==> src/rtl/gpio_bank_pkg.sv <==
`timescale 1ns/1ps
package gpio_bank_pkg;

  localparam int LINES     = 32;
  localparam int BYTE_BITS = 8;

  typedef logic [LINES-1:0] lines_t;

  typedef enum logic [1:0] {
    SZ_BYTE = 2'd0,
    SZ_HALF = 2'd1,
    SZ_WORD = 2'd2,
    SZ_WRD2 = 2'd3
  } acc_size_e;

  // register word offsets (byte addresses, low two bits zero)
  localparam logic [7:0] OFF_REV      = 8'h00;
  localparam logic [7:0] OFF_SYSCFG   = 8'h10;
  localparam logic [7:0] OFF_SYSSTAT  = 8'h14;
  localparam logic [7:0] OFF_STAT1    = 8'h18;
  localparam logic [7:0] OFF_EN1      = 8'h1C;
  localparam logic [7:0] OFF_WKEN     = 8'h20;
  localparam logic [7:0] OFF_STAT2    = 8'h28;
  localparam logic [7:0] OFF_EN2      = 8'h2C;
  localparam logic [7:0] OFF_CTRL     = 8'h30;
  localparam logic [7:0] OFF_OE       = 8'h34;
  localparam logic [7:0] OFF_DIN      = 8'h38;
  localparam logic [7:0] OFF_DOUT     = 8'h3C;
  localparam logic [7:0] OFF_LVL_LO   = 8'h40;
  localparam logic [7:0] OFF_LVL_HI   = 8'h44;
  localparam logic [7:0] OFF_RISE     = 8'h48;
  localparam logic [7:0] OFF_FALL     = 8'h4C;
  localparam logic [7:0] OFF_DB_EN    = 8'h50;
  localparam logic [7:0] OFF_DB_TIME  = 8'h54;
  localparam logic [7:0] OFF_EN1_CLR  = 8'h60;
  localparam logic [7:0] OFF_EN1_SET  = 8'h64;
  localparam logic [7:0] OFF_EN2_CLR  = 8'h70;
  localparam logic [7:0] OFF_EN2_SET  = 8'h74;
  localparam logic [7:0] OFF_WKEN_CLR = 8'h80;
  localparam logic [7:0] OFF_WKEN_SET = 8'h84;
  localparam logic [7:0] OFF_DOUT_CLR = 8'h90;
  localparam logic [7:0] OFF_DOUT_SET = 8'h94;

  // configuration word layout
  localparam int         CFG_W        = 5;
  localparam int         CFG_SRST_BIT = 1;
  localparam int         CFG_WAKE_BIT = 2;
  localparam int         CFG_IDLE_LO  = 3;
  localparam int         CFG_IDLE_HI  = 4;
  localparam logic [CFG_W-1:0] CFG_KEEP = 5'h1D;
  localparam int         CTRL_W       = 3;
  localparam logic [CTRL_W-1:0] CTRL_RST = 3'd2;
  localparam int         DBT_W        = 8;

  // byte offset that actually applies: word accesses are aligned
  function automatic logic [1:0] eff_offset(input logic [1:0] sz, input logic [1:0] off);
    return (sz[1]) ? 2'd0 : off;
  endfunction

  function automatic lines_t lane_mask(input logic [1:0] sz, input logic [1:0] off);
    lines_t base;
    case (sz)
      SZ_BYTE: base = lines_t'(32'h0000_00FF);
      SZ_HALF: base = lines_t'(32'h0000_FFFF);
      default: base = '1;
    endcase
    return base << {eff_offset(sz, off), 3'b000};
  endfunction

  function automatic lines_t lane_place(input lines_t data, input logic [1:0] sz,
                                        input logic [1:0] off);
    return (data << {eff_offset(sz, off), 3'b000}) & lane_mask(sz, off);
  endfunction

  function automatic lines_t read_align(input lines_t word, input logic [1:0] sz,
                                        input logic [1:0] off);
    return word >> {eff_offset(sz, off), 3'b000};
  endfunction

  function automatic lines_t merge_lanes(input lines_t cur, input lines_t val,
                                         input lines_t bm);
    return (cur & ~bm) | (val & bm);
  endfunction

  // edges compare the live pin with last sample; levels use the sample
  function automatic lines_t pin_events(input lines_t live, input lines_t smp,
                                        input lines_t is_in, input lines_t rise,
                                        input lines_t fall, input lines_t lo,
                                        input lines_t hi);
    lines_t edge_hit, lvl_hit;
    edge_hit = (live & ~smp & rise) | (~live & smp & fall);
    lvl_hit  = (smp & hi) | (~smp & lo);
    return is_in & (edge_hit | lvl_hit);
  endfunction

endpackage

==> src/rtl/gpio_lane_align.sv <==
`timescale 1ns/1ps
module gpio_lane_align
  import gpio_bank_pkg::*;
(
  input  logic [1:0] acc_size,
  input  logic [1:0] acc_off,
  input  lines_t     wdata_raw,
  input  lines_t     rword,
  output lines_t     wr_mask,
  output lines_t     wr_val,
  output lines_t     rd_data
);
  always_comb begin
    wr_mask = lane_mask(acc_size, acc_off);
    wr_val  = lane_place(wdata_raw, acc_size, acc_off);
    rd_data = read_align(rword, acc_size, acc_off);
  end
endmodule

==> src/rtl/gpio_pin_detect.sv <==
`timescale 1ns/1ps
module gpio_pin_detect
  import gpio_bank_pkg::*;
(
  input  logic   clk,
  input  logic   rst_n,
  input  lines_t pin_in,
  input  lines_t dir_in,
  input  lines_t rise_sel,
  input  lines_t fall_sel,
  input  lines_t lo_sel,
  input  lines_t hi_sel,
  output lines_t sampled,
  output lines_t events
);
  lines_t smp_q;

  always_ff @(posedge clk or negedge rst_n) begin
    if (!rst_n) smp_q <= '0;
    else        smp_q <= pin_in;
  end

  assign sampled = smp_q;

  always_comb begin
    events = pin_events(pin_in, smp_q, dir_in, rise_sel, fall_sel, lo_sel, hi_sel);
  end
endmodule

==> src/rtl/gpio_regs.sv <==
`timescale 1ns/1ps
module gpio_regs
  import gpio_bank_pkg::*;
#(
  parameter logic [7:0] REV_ID = 8'h18
) (
  input  logic              clk,
  input  logic              rst_n,
  input  logic              wr_en,
  input  logic [7:0]        word_addr,
  input  lines_t            wr_mask,
  input  lines_t            wr_val,
  input  lines_t            evt,
  input  lines_t            din,
  output lines_t            oe,
  output lines_t            dout,
  output lines_t            rise_sel,
  output lines_t            fall_sel,
  output lines_t            lo_sel,
  output lines_t            hi_sel,
  output lines_t            en1,
  output lines_t            en2,
  output lines_t            wken,
  output lines_t            stat1,
  output lines_t            stat2,
  output logic [CFG_W-1:0]  cfg,
  output lines_t            clr1,
  output logic              soft_rst,
  output lines_t            rword
);
  lines_t              oe_q, dout_q, rise_q, fall_q, lo_q, hi_q;
  lines_t              en1_q, en2_q, wken_q, stat1_q, stat2_q, dben_q;
  logic [DBT_W-1:0]    dbt_q;
  logic [CFG_W-1:0]    cfg_q;
  logic [CTRL_W-1:0]   ctrl_q;
  lines_t              merged, alias_v, clr2;

  // read mux; aliases return their underlying register
  always_comb begin
    case (word_addr)
      OFF_REV:                                rword = lines_t'(REV_ID);
      OFF_SYSCFG:                             rword = lines_t'(cfg_q);
      OFF_SYSSTAT:                            rword = lines_t'(1);
      OFF_STAT1:                              rword = stat1_q;
      OFF_EN1, OFF_EN1_CLR, OFF_EN1_SET:      rword = en1_q;
      OFF_WKEN, OFF_WKEN_CLR, OFF_WKEN_SET:   rword = wken_q;
      OFF_STAT2:                              rword = stat2_q;
      OFF_EN2, OFF_EN2_CLR, OFF_EN2_SET:      rword = en2_q;
      OFF_CTRL:                               rword = lines_t'(ctrl_q);
      OFF_OE:                                 rword = oe_q;
      OFF_DIN:                                rword = din;
      OFF_DOUT, OFF_DOUT_CLR, OFF_DOUT_SET:   rword = dout_q;
      OFF_LVL_LO:                             rword = lo_q;
      OFF_LVL_HI:                             rword = hi_q;
      OFF_RISE:                               rword = rise_q;
      OFF_FALL:                               rword = fall_q;
      OFF_DB_EN:                              rword = dben_q;
      OFF_DB_TIME:                            rword = lines_t'(dbt_q);
      default:                                rword = '0;
    endcase
  end

  // ordinary registers merge with current contents; aliases and status
  // words see the unwritten lanes as zero
  always_comb begin
    merged   = merge_lanes(rword, wr_val, wr_mask);
    alias_v  = wr_val & wr_mask;
    clr1     = (wr_en && word_addr == OFF_STAT1) ? alias_v : '0;
    clr2     = (wr_en && word_addr == OFF_STAT2) ? alias_v : '0;
    soft_rst = wr_en && (word_addr == OFF_SYSCFG) && merged[CFG_SRST_BIT];
  end

  always_ff @(posedge clk or negedge rst_n) begin
    if (!rst_n) begin
      oe_q    <= '1;  dout_q <= '0;  rise_q <= '0;  fall_q <= '0;
      lo_q    <= '0;  hi_q   <= '0;  en1_q  <= '0;  en2_q  <= '0;
      wken_q  <= '0;  stat1_q <= '0; stat2_q <= '0; dben_q <= '0;
      dbt_q   <= '0;  cfg_q  <= '0;  ctrl_q <= CTRL_RST;
    end else if (soft_rst) begin
      oe_q    <= '1;  rise_q <= '0;  fall_q <= '0;
      lo_q    <= '0;  hi_q   <= '0;  en1_q  <= '0;  en2_q  <= '0;
      wken_q  <= '0;  stat1_q <= '0; stat2_q <= '0; dben_q <= '0;
      dbt_q   <= '0;  ctrl_q <= CTRL_RST;
      cfg_q   <= merged[CFG_W-1:0] & CFG_KEEP;
    end else begin
      // clear first, then OR in events so a live level sets the bit again
      stat1_q <= (stat1_q & ~clr1) | evt;
      stat2_q <= (stat2_q & ~clr2) | evt;
      if (wr_en) begin
        case (word_addr)
          OFF_SYSCFG:   cfg_q  <= merged[CFG_W-1:0] & CFG_KEEP;
          OFF_EN1:      en1_q  <= merged;
          OFF_EN1_CLR:  en1_q  <= en1_q & ~alias_v;
          OFF_EN1_SET:  en1_q  <= en1_q | alias_v;
          OFF_EN2:      en2_q  <= merged;
          OFF_EN2_CLR:  en2_q  <= en2_q & ~alias_v;
          OFF_EN2_SET:  en2_q  <= en2_q | alias_v;
          OFF_WKEN:     wken_q <= merged;
          OFF_WKEN_CLR: wken_q <= wken_q & ~alias_v;
          OFF_WKEN_SET: wken_q <= wken_q | alias_v;
          OFF_CTRL:     ctrl_q <= merged[CTRL_W-1:0];
          OFF_OE:       oe_q   <= merged;
          OFF_DOUT:     dout_q <= merged;
          OFF_DOUT_CLR: dout_q <= dout_q & ~alias_v;
          OFF_DOUT_SET: dout_q <= dout_q | alias_v;
          OFF_LVL_LO:   lo_q   <= merged;
          OFF_LVL_HI:   hi_q   <= merged;
          OFF_RISE:     rise_q <= merged;
          OFF_FALL:     fall_q <= merged;
          OFF_DB_EN:    dben_q <= merged;
          OFF_DB_TIME:  dbt_q  <= merged[DBT_W-1:0];
          default: ;
        endcase
      end
    end
  end

  assign oe       = oe_q;
  assign dout     = dout_q;
  assign rise_sel = rise_q;
  assign fall_sel = fall_q;
  assign lo_sel   = lo_q;
  assign hi_sel   = hi_q;
  assign en1      = en1_q;
  assign en2      = en2_q;
  assign wken     = wken_q;
  assign stat1    = stat1_q;
  assign stat2    = stat2_q;
  assign cfg      = cfg_q;
endmodule

==> src/rtl/gpio_irq_wake.sv <==
`timescale 1ns/1ps
module gpio_irq_wake
  import gpio_bank_pkg::*;
(
  input  logic             clk,
  input  logic             rst_n,
  input  lines_t           stat1,
  input  lines_t           en1,
  input  lines_t           stat2,
  input  lines_t           en2,
  input  lines_t           evt,
  input  lines_t           wken,
  input  logic [CFG_W-1:0] cfg,
  input  logic             soft_rst,
  output logic             irq_a,
  output logic             irq_b,
  output logic             wake_req
);
  logic wake_q, wake_gate;

  assign irq_a     = |(stat1 & en1);
  assign irq_b     = |(stat2 & en2);
  assign wake_gate = cfg[CFG_WAKE_BIT] && (cfg[CFG_IDLE_HI:CFG_IDLE_LO] != '0);

  always_ff @(posedge clk or negedge rst_n) begin
    if (!rst_n)        wake_q <= 1'b0;
    else if (soft_rst) wake_q <= 1'b0;
    else               wake_q <= wake_gate && |(evt & wken);
  end

  assign wake_req = wake_q;
endmodule

==> src/rtl/gpio_bank32.sv <==
`timescale 1ns/1ps
module gpio_bank32
  import gpio_bank_pkg::*;
#(
  parameter logic [7:0] REV_ID = 8'h18
) (
  input  logic        clk,
  input  logic        rst_n,
  input  logic        bus_sel,
  input  logic        bus_wr,
  input  logic [7:0]  bus_addr,
  input  logic [1:0]  bus_size,
  input  logic [31:0] bus_wdata,
  output logic [31:0] bus_rdata,
  input  logic [31:0] pin_in,
  output logic [31:0] pin_out,
  output logic [31:0] pin_out_en,
  output logic        irq_a,
  output logic        irq_b,
  output logic        wake_req
);
  // internal events brought out by name for the checker
  lines_t           evt_w, din_w, oe_w, dout_w, rise_w, fall_w, lo_w, hi_w;
  lines_t           en1_w, en2_w, wken_w, stat1_w, stat2_w, clr1_w;
  lines_t           wmask_w, wval_w, rword_w, rdata_w;
  logic [CFG_W-1:0] cfg_w;
  logic             soft_rst_w, wr_en_w;
  logic [7:0]       waddr_w;

  assign wr_en_w = bus_sel & bus_wr;
  assign waddr_w = {bus_addr[7:2], 2'b00};

  gpio_lane_align u_lanes (
    .acc_size (bus_size),
    .acc_off  (bus_addr[1:0]),
    .wdata_raw(bus_wdata),
    .rword    (rword_w),
    .wr_mask  (wmask_w),
    .wr_val   (wval_w),
    .rd_data  (rdata_w)
  );

  gpio_pin_detect u_detect (
    .clk     (clk),
    .rst_n   (rst_n),
    .pin_in  (pin_in),
    .dir_in  (oe_w),
    .rise_sel(rise_w),
    .fall_sel(fall_w),
    .lo_sel  (lo_w),
    .hi_sel  (hi_w),
    .sampled (din_w),
    .events  (evt_w)
  );

  gpio_regs #(.REV_ID(REV_ID)) u_regs (
    .clk      (clk),
    .rst_n    (rst_n),
    .wr_en    (wr_en_w),
    .word_addr(waddr_w),
    .wr_mask  (wmask_w),
    .wr_val   (wval_w),
    .evt      (evt_w),
    .din      (din_w),
    .oe       (oe_w),
    .dout     (dout_w),
    .rise_sel (rise_w),
    .fall_sel (fall_w),
    .lo_sel   (lo_w),
    .hi_sel   (hi_w),
    .en1      (en1_w),
    .en2      (en2_w),
    .wken     (wken_w),
    .stat1    (stat1_w),
    .stat2    (stat2_w),
    .cfg      (cfg_w),
    .clr1     (clr1_w),
    .soft_rst (soft_rst_w),
    .rword    (rword_w)
  );

  gpio_irq_wake u_irq (
    .clk     (clk),
    .rst_n   (rst_n),
    .stat1   (stat1_w),
    .en1     (en1_w),
    .stat2   (stat2_w),
    .en2     (en2_w),
    .evt     (evt_w),
    .wken    (wken_w),
    .cfg     (cfg_w),
    .soft_rst(soft_rst_w),
    .irq_a   (irq_a),
    .irq_b   (irq_b),
    .wake_req(wake_req)
  );

  assign bus_rdata  = bus_sel ? rdata_w : '0;
  assign pin_out    = dout_w;
  assign pin_out_en = ~oe_w;
endmodule

==> config.mk <==
export PLATFORM = sky130hd
export DESIGN_NAME = gpio_bank32
export DESIGN_NICKNAME = d
export VERILOG_FILES = /design/src/rtl/gpio_bank_pkg.sv /design/src/rtl/gpio_lane_align.sv /design/src/rtl/gpio_pin_detect.sv /design/src/rtl/gpio_regs.sv /design/src/rtl/gpio_irq_wake.sv /design/src/rtl/gpio_bank32.sv
export SDC_FILE = /design/constraint.sdc
export NUM_CORES = 1
export LEC_CHECK = 0
export BUFFER_PORTS_ARGS = -buffer_cell sky130_fd_sc_hd__buf_2
export CAP_MARGIN = 15
export CORE_AREA = 3 3 300 302
export CTS_BUF_LIST = sky130_fd_sc_hd__clkbuf_16
export CTS_CLUSTER_DIAMETER = 100
export DETAILED_ROUTE_END_ITERATION = 10
export DIE_AREA = 0 0 303 305
export HOLD_SLACK_MARGIN = 0.06
export PLACE_DENSITY_LB_ADDON = 0.05
export SYNTH_ARGS = -nofsm -noshare
export SYNTH_HDL_FRONTEND = slang
export SYNTH_HIERARCHICAL = 1
export SYNTH_SLANG_ARGS = --single-unit
==> constraint.sdc <==
create_clock -name clk -period 6.09 [get_ports clk]
set_clock_uncertainty 0.05 [all_clocks]
set_input_delay 1.218 -clock clk [delete_from_list [all_inputs] [get_ports clk]]
set_output_delay 1.218 -clock clk [all_outputs]
set_load 0.01 [all_outputs]
-- Word level (Yosys, flattened, before mapping)
Cells that the tools add are included.
- flip-flop bits (word level): 433
- bits of input ports: 78
- output and inout port bits: 99
- word-level logic and storage cells: 173
- equality and inequality tests: 26
- shift-type cells: 3
- muxes and demuxes: 46
- bitwise gates (word level): 38
- reduce and logical (&&, ||, !) cells: 43
- operators by type and width (kind ; count):
    $mux 32 ; 29
    $and 32x32->32 ; 19
    $pmux 32 s18 ; 1
    $pmux 32 s3 ; 4
    $or 32x32->32 ; 10
    $not 32->32 ; 7
    $reduce_or 32->1 ; 3
    $pmux 32 s2 ; 1
    $shl 32x5->32 ; 2
    $eq 6x5->1 const B ; 10
    $eq 6x4->1 const B ; 7
    $shr 32x5->32 ; 1
    $eq 6x3->1 const B ; 4
    $eq 6x6->1 const B ; 4
    $mux 8 ; 3
    $reduce_and 2->1 ; 12
    $reduce_bool 2->1 ; 11
    $mux 5 ; 3
    $reduce_bool 4->1 ; 3
    $reduce_or 3->1 ; 4
    $mux 3 ; 3
    $logic_not 8->1 ; 1
    $logic_and 1x1->1 ; 6
    $reduce_and 3->1 ; 1
    7 further kinds ; 7

-- Logic depth before layout (Yosys ltp)
Gate-level depths: netlist (run 1).
- depth after elaboration: 10
- gate-level depth with buffers: 14
- mapped depth without buffers: 9

-- By module
Netlist (run 1), hierarchy kept.
- modules (own cells, without submodules) (module ; times used ; cells an instance ; area an instance (um^2) ; sequential area each (um^2)):
    gpio_regs ; 1 ; 2544 ; 22221.3 ; 10025.9
    gpio_pin_detect ; 1 ; 160 ; 1721.7 ; 800.8
    gpio_lane_align ; 1 ; 210 ; 1301.2 ; 0.0
    gpio_irq_wake ; 1 ; 66 ; 504.2 ; 25.0
    gpio_bank32 ; 1 ; 69 ; 386.6 ; 0.0

-- Worst setup path after synthesis (run 1)
Ideal clock, no wire load.
- path kind: input to output
- start: input port bus_addr[3]
- end: output port bus_rdata[3]
- data arrival time: 3.556 ns
- required time: 4.822 ns
- setup slack: 1.266 ns
- stages on the path: 12
- path buffers: 3
- path through: buf_2 > nor4bb_1 > clkbuf_1 > a22o_1 > buf_2 > a222oi_1 > o211ai_1 > a2111oi_2 > inv_1 > mux2i_1 > mux2i_1 > and2_2
- cells in the longest elaborated chain, start to end: 5
- elaborated cells between the ends (all ways): 33
- classes of those cells: 25 x eq/ne; 1 x shift; 2 x mux; 5 x reduce/logical
- ends and longest elaborated chain (item ; RTL line ; text):
    start: declaration ; gpio_bank32.sv:11 ; input logic [7:0] bus_addr,
    $eq 6x4->1 (tied with other cells) ; gpio_regs.sv:40 ; case (word_addr)
    $reduce_or 3->1 ; gpio_regs.sv:40 ;
    $pmux 32 s18 * ; gpio_regs.sv:40 ;
    named net rword_w[19] ; gpio_bank32.sv:25 ; lines_t wmask_w, wval_w, rword_w, rdata_w;
    $shr 32x5->32 * ; gpio_bank_pkg.sv:77 ; return word >> {eff_offset(sz, off), 3'b000};
    named net rdata_w[3] ; gpio_bank32.sv:25 ;
    $mux 32 * ; gpio_bank32.sv:98 ; assign bus_rdata = bus_sel ? rdata_w : '0;
    end: declaration ; gpio_bank32.sv:14 ; output logic [31:0] bus_rdata,
Mark *: on every way through the listed nets, which the timed path passes. The rest lies on a longest branch.

-- Worst setup path in the final report (run 1)
- start: input port bus_addr[6]
- end: output port bus_rdata[5]
The elaborated chain is that of the path after synthesis.

==> metrics.md, run 1 <==
| Metric | Value |
|---|---|
| Status | `complete, no violations` |
| Post-DP Area | `28570 sq um` |
| Clk pwr share | `39.3%` |
| Iteration-0 DRC Markers | `4260` |
| Commonest non-fill, non-tap cells in the layout | `399 x dfrtp_1, 301 x nor2_1, 295 x a21oi_1` |
| Multi-input logic area | `13500 sq um` |
| Dpl hpwl | `124900 um` |
| Hold crit path type | `reg -> reg` |
| Met3 usage | `6.297%` |
| Bufs and invs on worst path | `3` |
| Area growth from synthesis to layout | `16.50%` |
| CTS Hold Bufs | `0` |
| Max cap viols | `0` |
| Fill cells | `9274` |
| CP max FO | `21` |
| Critical Path, Cell by Cell | `buf_2 > buf_4 > and3b_1 > a22oi_1 > o2111ai_1 > or3_1 > mux2i_1 > mux2i_1 > and2_2 > buf_2` |
| Worst-Margin Slew | `1248 ps` |
| Drt total wl | `167600 um` |
| Cell family with most CP delay | `simple AND/OR/NAND/NOR gates` |
| Slew headroom | `16.61%` |
| Critical Path RT | `4820 ps` |
| FF+latch area | `10850 sq um` |
| Fin crit period | `6036 ps` |
| DIE HEIGHT | `305 um` |
| DR pass1 iterations | `9` |
| Critical Path Source Type | `input pin` |
| Core ar. | `87970 sq um` |
| Global routing usage on met1 | `53.83%` |
| Leakage | `13.12 nW` |
| Final Setup Violations | `0` |
| Switching portion of total power | `34.23%` |
| Chip width | `303 um` |
| Peak supply drop | `0.2217 mV` |
| Total grt overflow | `0` |
| Gr usage total | `35.33%` |
| IO buf count | `176` |
| CTS Root Cell | `clkbuf_16` |
| Pwr Density | `264.2 nW/um^2` |
| Via count of the first global-routing pass | `25560` |
| Gates resized, CTS repair | `0` |
| CTS Buffer Depth | `3` |
| Total die area | `92420 sq um` |
| Nets@finish | `3203` |
| Clk_lat worst skew | `630 ps` |
| Logic pwr share | `14.3%` |
| Syn avg cell area | `8.625 sq um` |
| Clock buffer count from CTS | `54` |
| R2r worst-path depth | `8` |
| CTS tree | `done` |
| Internal reg-to-reg setup slack | `2360 ps` |
| Critical path class | `in -> out` |
| Critical Path End Type | `output port` |
| Initial Util | `29.56%` |
| Drt drc | `0` |
| Yosys warns | `6` |
| Hold path startpoint | `u_regs/ctrl_q[1]` |
| Vias per cell | `6.318` |
| GR Layer Usage met2 | `50.00%` |
| Largest net degree at the start of global routing | `142` |
| Setup Fix Bufs, Post-CTS | `0` |
| Leading cell type in the layout, fill and taps excluded | `dfrtp_1` |
| H-Tree Depth | `2` |
| RSZ-0062 raised after global routing | `no` |
| Final instance area | `30290 sq um` |
| CP peak stage delay | `670 ps` |
| Clock slew at reported path FFs | `60 ps` |
| First-pass GRT wire length | `227600 um` |
| Std-Cell Rows | `109` |
| Sw Pwr | `2.739 mW` |
| Worst r2r dst | `u_regs/rise_sel[2]` |
| Clock sinks | `432` |
| Routed len/inst | `38.61 um` |
| F_max | `165.7 MHz` |
| Max Slew Vio Count | `0` |
| Routed Antenna Nets | `0` |
| Critical path's slowest cell | `a22oi_1` |
| Final GP Congestion | `0.9480` |
| Seq pwr share | `46.4%` |
| GR peak layer | `met1` |
| WHS Path Cells | `1` |
| P_int | `5.263 mW` |
| Arr. time, crit path | `4770 ps` |
| Layout cells sized above 1 | `18.58%` |
| Top Ports | `177` |
| Mapped cell area | `26000 sq um` |
| Syn Inst Count | `3015` |
| Vias | `27430` |
| Worst R2R Start | `u_regs/stat1[2]` |
| Fin crit share | `99.11%` |
| TNS Setup | `0 ps` |
| Antenna violations before repair | `7` |
| Fin. Hold Viols | `0` |
| Hold path endpoint | `u_regs/ctrl_q[1]` |
flip-flops by register name, summed over array words and instances, names as in the netlist:
| signal | cells |
|---|---|
| u_regs/wken | 32 |
| u_regs/stat1 | 32 |
| u_regs/dout | 32 |
| u_regs/cfg | 4 |
| u_regs/stat2 | 32 |
| u_detect/sampled | 32 |
| u_regs/en2 | 32 |
| u_regs/hi_sel | 32 |
| u_regs/en1 | 32 |
| u_regs/fall_sel | 32 |
| u_regs/oe | 32 |
| u_regs/ctrl_q | 3 |
| u_regs/rise_sel | 32 |
| u_regs/lo_sel | 32 |
| u_regs/dbt_q | 8 |
| u_regs/dben_q | 32 |
| u_irq/wake_req | 1 |
worst max path at each step:
stage	from	end	slack, ps	cells after the start
2_1_floorplan	bus_addr[3]	bus_rdata[3]	1270	12
5_1_grt	bus_addr[6]	bus_rdata[2]	60	11
4_1_cts	bus_addr[6]	bus_rdata[0]	260	11
3_5_place_dp	bus_addr[6]	bus_rdata[0]	270	11
6_report	bus_addr[6]	bus_rdata[5]	50	10
3_3_place_gp	bus_addr[6]	bus_rdata[0]	340	11
per-layer routing:
layer | routed length (um) | share of wire [%] | up-vias
li1 | - | - | 11260
met1 | 77660 | 46 | 14270
met2 | 69010 | 41 | 1664
met3 | 14810 | 8.8 | 220
met4 | 6092 | 3.6 | 4
met5 | 25 | 0.015 | -
area by class of cell:
type | count | area share, %
Clock buffer | 55 | 4.543
Tap cell | 1165 | 4.812
Inverter | 88 | 1.115
Sequential cell | 432 | 35.82
Multi-Input combinational cell | 2195 | 44.56
Antenna cell | 6 | 0.04956
Timing Repair Buffer | 354 | 8.079
Clock inverter | 46 | 1.016
power by group through the flow:
stage,Clock (mW),Combinational [mW],Sequential [mW]
4_1_cts,3.20,1.12,3.67
3_5_place_dp,0,1.11,3.72
6_report,3.14,1.15,3.71
3_3_place_gp,0,1.10,3.73
2_1_floorplan,0,0.649,3.38
5_1_grt,3.32,1.23,3.70
through the flow:
step / worst slack, ps / cells / power [mW] / hold slack, ps / utilization (%)
floorplan: 1266 / 3018 / 4.029 / 384.8 / -
global placement: 341.4 / 4233 / 4.833 / 450.4 / 32.48
detailed placement: 266.1 / 4233 / 4.837 / 457.6 / 32.48
CTS: 262.6 / 4334 / 7.997 / 466.2 / 34.39
global route: 63.92 / 4336 / 8.250 / 480.9 / 34.42
finish: 53.93 / 4341 / 8.002 / 462.0 / 34.44
Power figures use the tool's default switching activity.
==> run 2, diff against run 1 <==
--- a/config.mk
+++ b/config.mk
@@ -14,6 +14,7 @@
 export DIE_AREA = 0 0 303 305
 export HOLD_SLACK_MARGIN = 0.06
 export PLACE_DENSITY_LB_ADDON = 0.05
+export RECOVER_POWER = 50
 export SYNTH_ARGS = -nofsm -noshare
 export SYNTH_HDL_FRONTEND = slang
 export SYNTH_HIERARCHICAL = 1
==> metrics.md, run 2 (same netlist as run 1, synthesis figures left out) <==
| Metric | Value |
|---|---|
| Status | `finished, violations left` |
| Failing checks | `capacitance limit, slew limit` |
| Area growth from synthesis to layout | `16.14%` |
| R2r worst-path depth | `8 (unchanged)` |
| Chip width | `303 um (unchanged)` |
| Drt total wl | `167400 um (-0.11%)` |
| Max cap viols | `2 (+2)` |
| Routed Antenna Nets | `0 (unchanged)` |
| WP depth | `10 (unchanged)` |
| Post-DP Area | `28570 sq um (unchanged)` |
| Routed len/inst | `38.59 um (about the same)` |
| Critical Path, Cell by Cell | `buf_2 > buf_4 > and3b_1 > a22oi_1 > o2111ai_1 > or3_1 > mux2i_1 > mux2i_1 > and2_2 > buf_2` |
| F_max | `165.9 MHz (+0.12%)` |
| Layout cells sized above 1 | `17.00% (-1.6 points)` |
| Clock slew at reported path FFs | `60 ps (about the same)` |
| Vias per cell | `6.303 (-0.23%)` |
| Antenna violations before repair | `7 (unchanged)` |
| IO buf count | `176 (unchanged)` |
| Clock sinks | `432 (unchanged)` |
| Vias | `27340 (-0.30%)` |
| Std-Cell Rows | `109 (unchanged)` |
| Fill cells | `9296 (+0.24%)` |
| Cell family with most CP delay | `simple AND/OR/NAND/NOR gates` |
| Total die area | `92420 sq um (unchanged)` |
| WHS Path Cells | `1 (unchanged)` |
| Total grt overflow | `0 (unchanged)` |
| Via count of the first global-routing pass | `25560 (unchanged)` |
| Hold crit path type | `reg -> reg` |
| Fin. Hold Viols | `0 (unchanged)` |
| Critical path class | `in -> out` |
| Max Slew Vio Count | `158 (+158)` |
| Final GP Congestion | `0.9480 (unchanged)` |
| Leading cell type in the layout, fill and taps excluded | `dfrtp_1` |
| Pwr Density | `264.3 nW/um^2 (about the same)` |
| Largest net degree at the start of global routing | `142 (unchanged)` |
| Clk_lat worst skew | `640 ps (about the same)` |
| Iteration-0 DRC Markers | `4145 (-2.7%)` |
| Core ar. | `87970 sq um (unchanged)` |
| First-pass GRT wire length | `227600 um (unchanged)` |
| CP peak stage delay | `670 ps (about the same)` |
| Top Ports | `177 (unchanged)` |
| Final Setup Violations | `0 (unchanged)` |
| Drt drc | `0 (unchanged)` |
| Dpl hpwl | `124900 um (unchanged)` |
| Fin crit period | `6029 ps (-6.951 ps)` |
| DR pass1 iterations | `6 (-3)` |
| Gr usage total | `35.33% (unchanged)` |
| CTS Buffer Depth | `3 (unchanged)` |
| Critical path's slowest cell | `a22oi_1` |
| Final instance area | `30200 sq um (-0.31%)` |
| Critical Path Source Type | `input pin` |
| CTS Hold Bufs | `0 (unchanged)` |
| Clock buffer count from CTS | `54 (unchanged)` |
| H-Tree Depth | `2 (unchanged)` |
| Arr. time, crit path | `4760 ps (about the same)` |
| CP max FO | `21 (unchanged)` |
| Peak supply drop | `0.2175 mV (-1.9%)` |
| Critical Path End Type | `output port` |
| Bufs and invs on worst path | `3 (unchanged)` |
| Initial Util | `29.56% (unchanged)` |
| Commonest non-fill, non-tap cells in the layout | `399 x dfrtp_1, 301 x nor2_1, 295 x a21oi_1` |
| Fin crit share | `99.00% (-0.11 points)` |
| Critical Path RT | `4820 ps (about the same)` |
| Leakage | `12.95 nW (-1.3%)` |
| Worst-Margin Slew | `3426 ps (+2178 ps)` |
| Setup Fix Bufs, Post-CTS | `0 (unchanged)` |
| RSZ-0062 raised after global routing | `no` |
| CTS Root Cell | `clkbuf_16` |
| Slew headroom | `-128.4% (-150 points)` |
| TNS Setup | `0 ps (unchanged)` |
| Gates resized, CTS repair | `0 (unchanged)` |
| CTS tree | `done` |
| DIE HEIGHT | `305 um (unchanged)` |
| Nets@finish | `3203 (unchanged)` |
-- run 2: cell types whose count changed in the layout (fill, tap and decap cells not counted) --
cell	before	now
clkbuf_1	0	50
buf_2	175	126
diode_2	6	3
buf_12	16	15
buf_8	1	0
clkbuf_4	0	1
-- run 2: power breakdown --
| group | total (mW) | switching (mW) | internal (mW) |
|---|---|---|---|
| clock network | 3.14 | 1.41 | 1.72 |
| registers | 3.71 | 0.551 | 3.15 |
| logic | 1.14 | 0.763 | 0.376 |
| total | 7.98 | 2.73 | 5.26 |
-- run 2: final timing paths --
check	from	endpoint	slack, ps
min in group asynchronous	rst_n	u_regs/dout[10]	1700
max in group asynchronous	rst_n	u_regs/stat1[14]	1000
max reg2reg	u_regs/stat1[2]	u_regs/rise_sel[2]	2370
min	u_regs/ctrl_q[1]	u_regs/ctrl_q[1]	460
min reg2reg	u_regs/ctrl_q[1]	u_regs/ctrl_q[1]	460
max	bus_addr[6]	bus_rdata[5]	60
-- run 2: cell type report --
| type | instances | area, sq um | share of cell area (%) |
|---|---|---|---|
| inverters | 88 | 337.8 | 1.119 |
| flip-flops and latches | 432 | 10850 | 35.93 |
| repair buffers | 354 | 2362 | 7.822 |
| diodes | 3 | 7.507 | 0.02486 |
| multi-input cells | 2195 | 13500 | 44.70 |
| clock inverters | 46 | 307.8 | 1.019 |
| clock buffers | 55 | 1376 | 4.557 |
| well taps | 1165 | 1458 | 4.826 |
-- run 2: layer usage --
metal / vias up / wire (um) / track usage, %
li1: 11260 / - / -
met4: 4 / 6293 / 11.08
met2: 1756 / 68840 / 50.00
met5: - / 25 / 0
met3: 221 / 15510 / 6.297
met1: 14100 / 76760 / 53.83
-- run 2: metrics by stage --
stage	utilization, %	instances	hold slack, ps	setup slack [ps]	power, mW
2_1_floorplan	-	3018	384.8	1266	4.029
3_3_place_gp	32.48	4233	450.4	341.4	4.833
3_5_place_dp	32.48	4233	457.6	266.1	4.837
4_1_cts	34.39	4334	466.2	262.6	7.997
5_1_grt	34.33	4336	480.9	63.92	8.243
6_report	34.33	4338	461.2	60.88	7.983
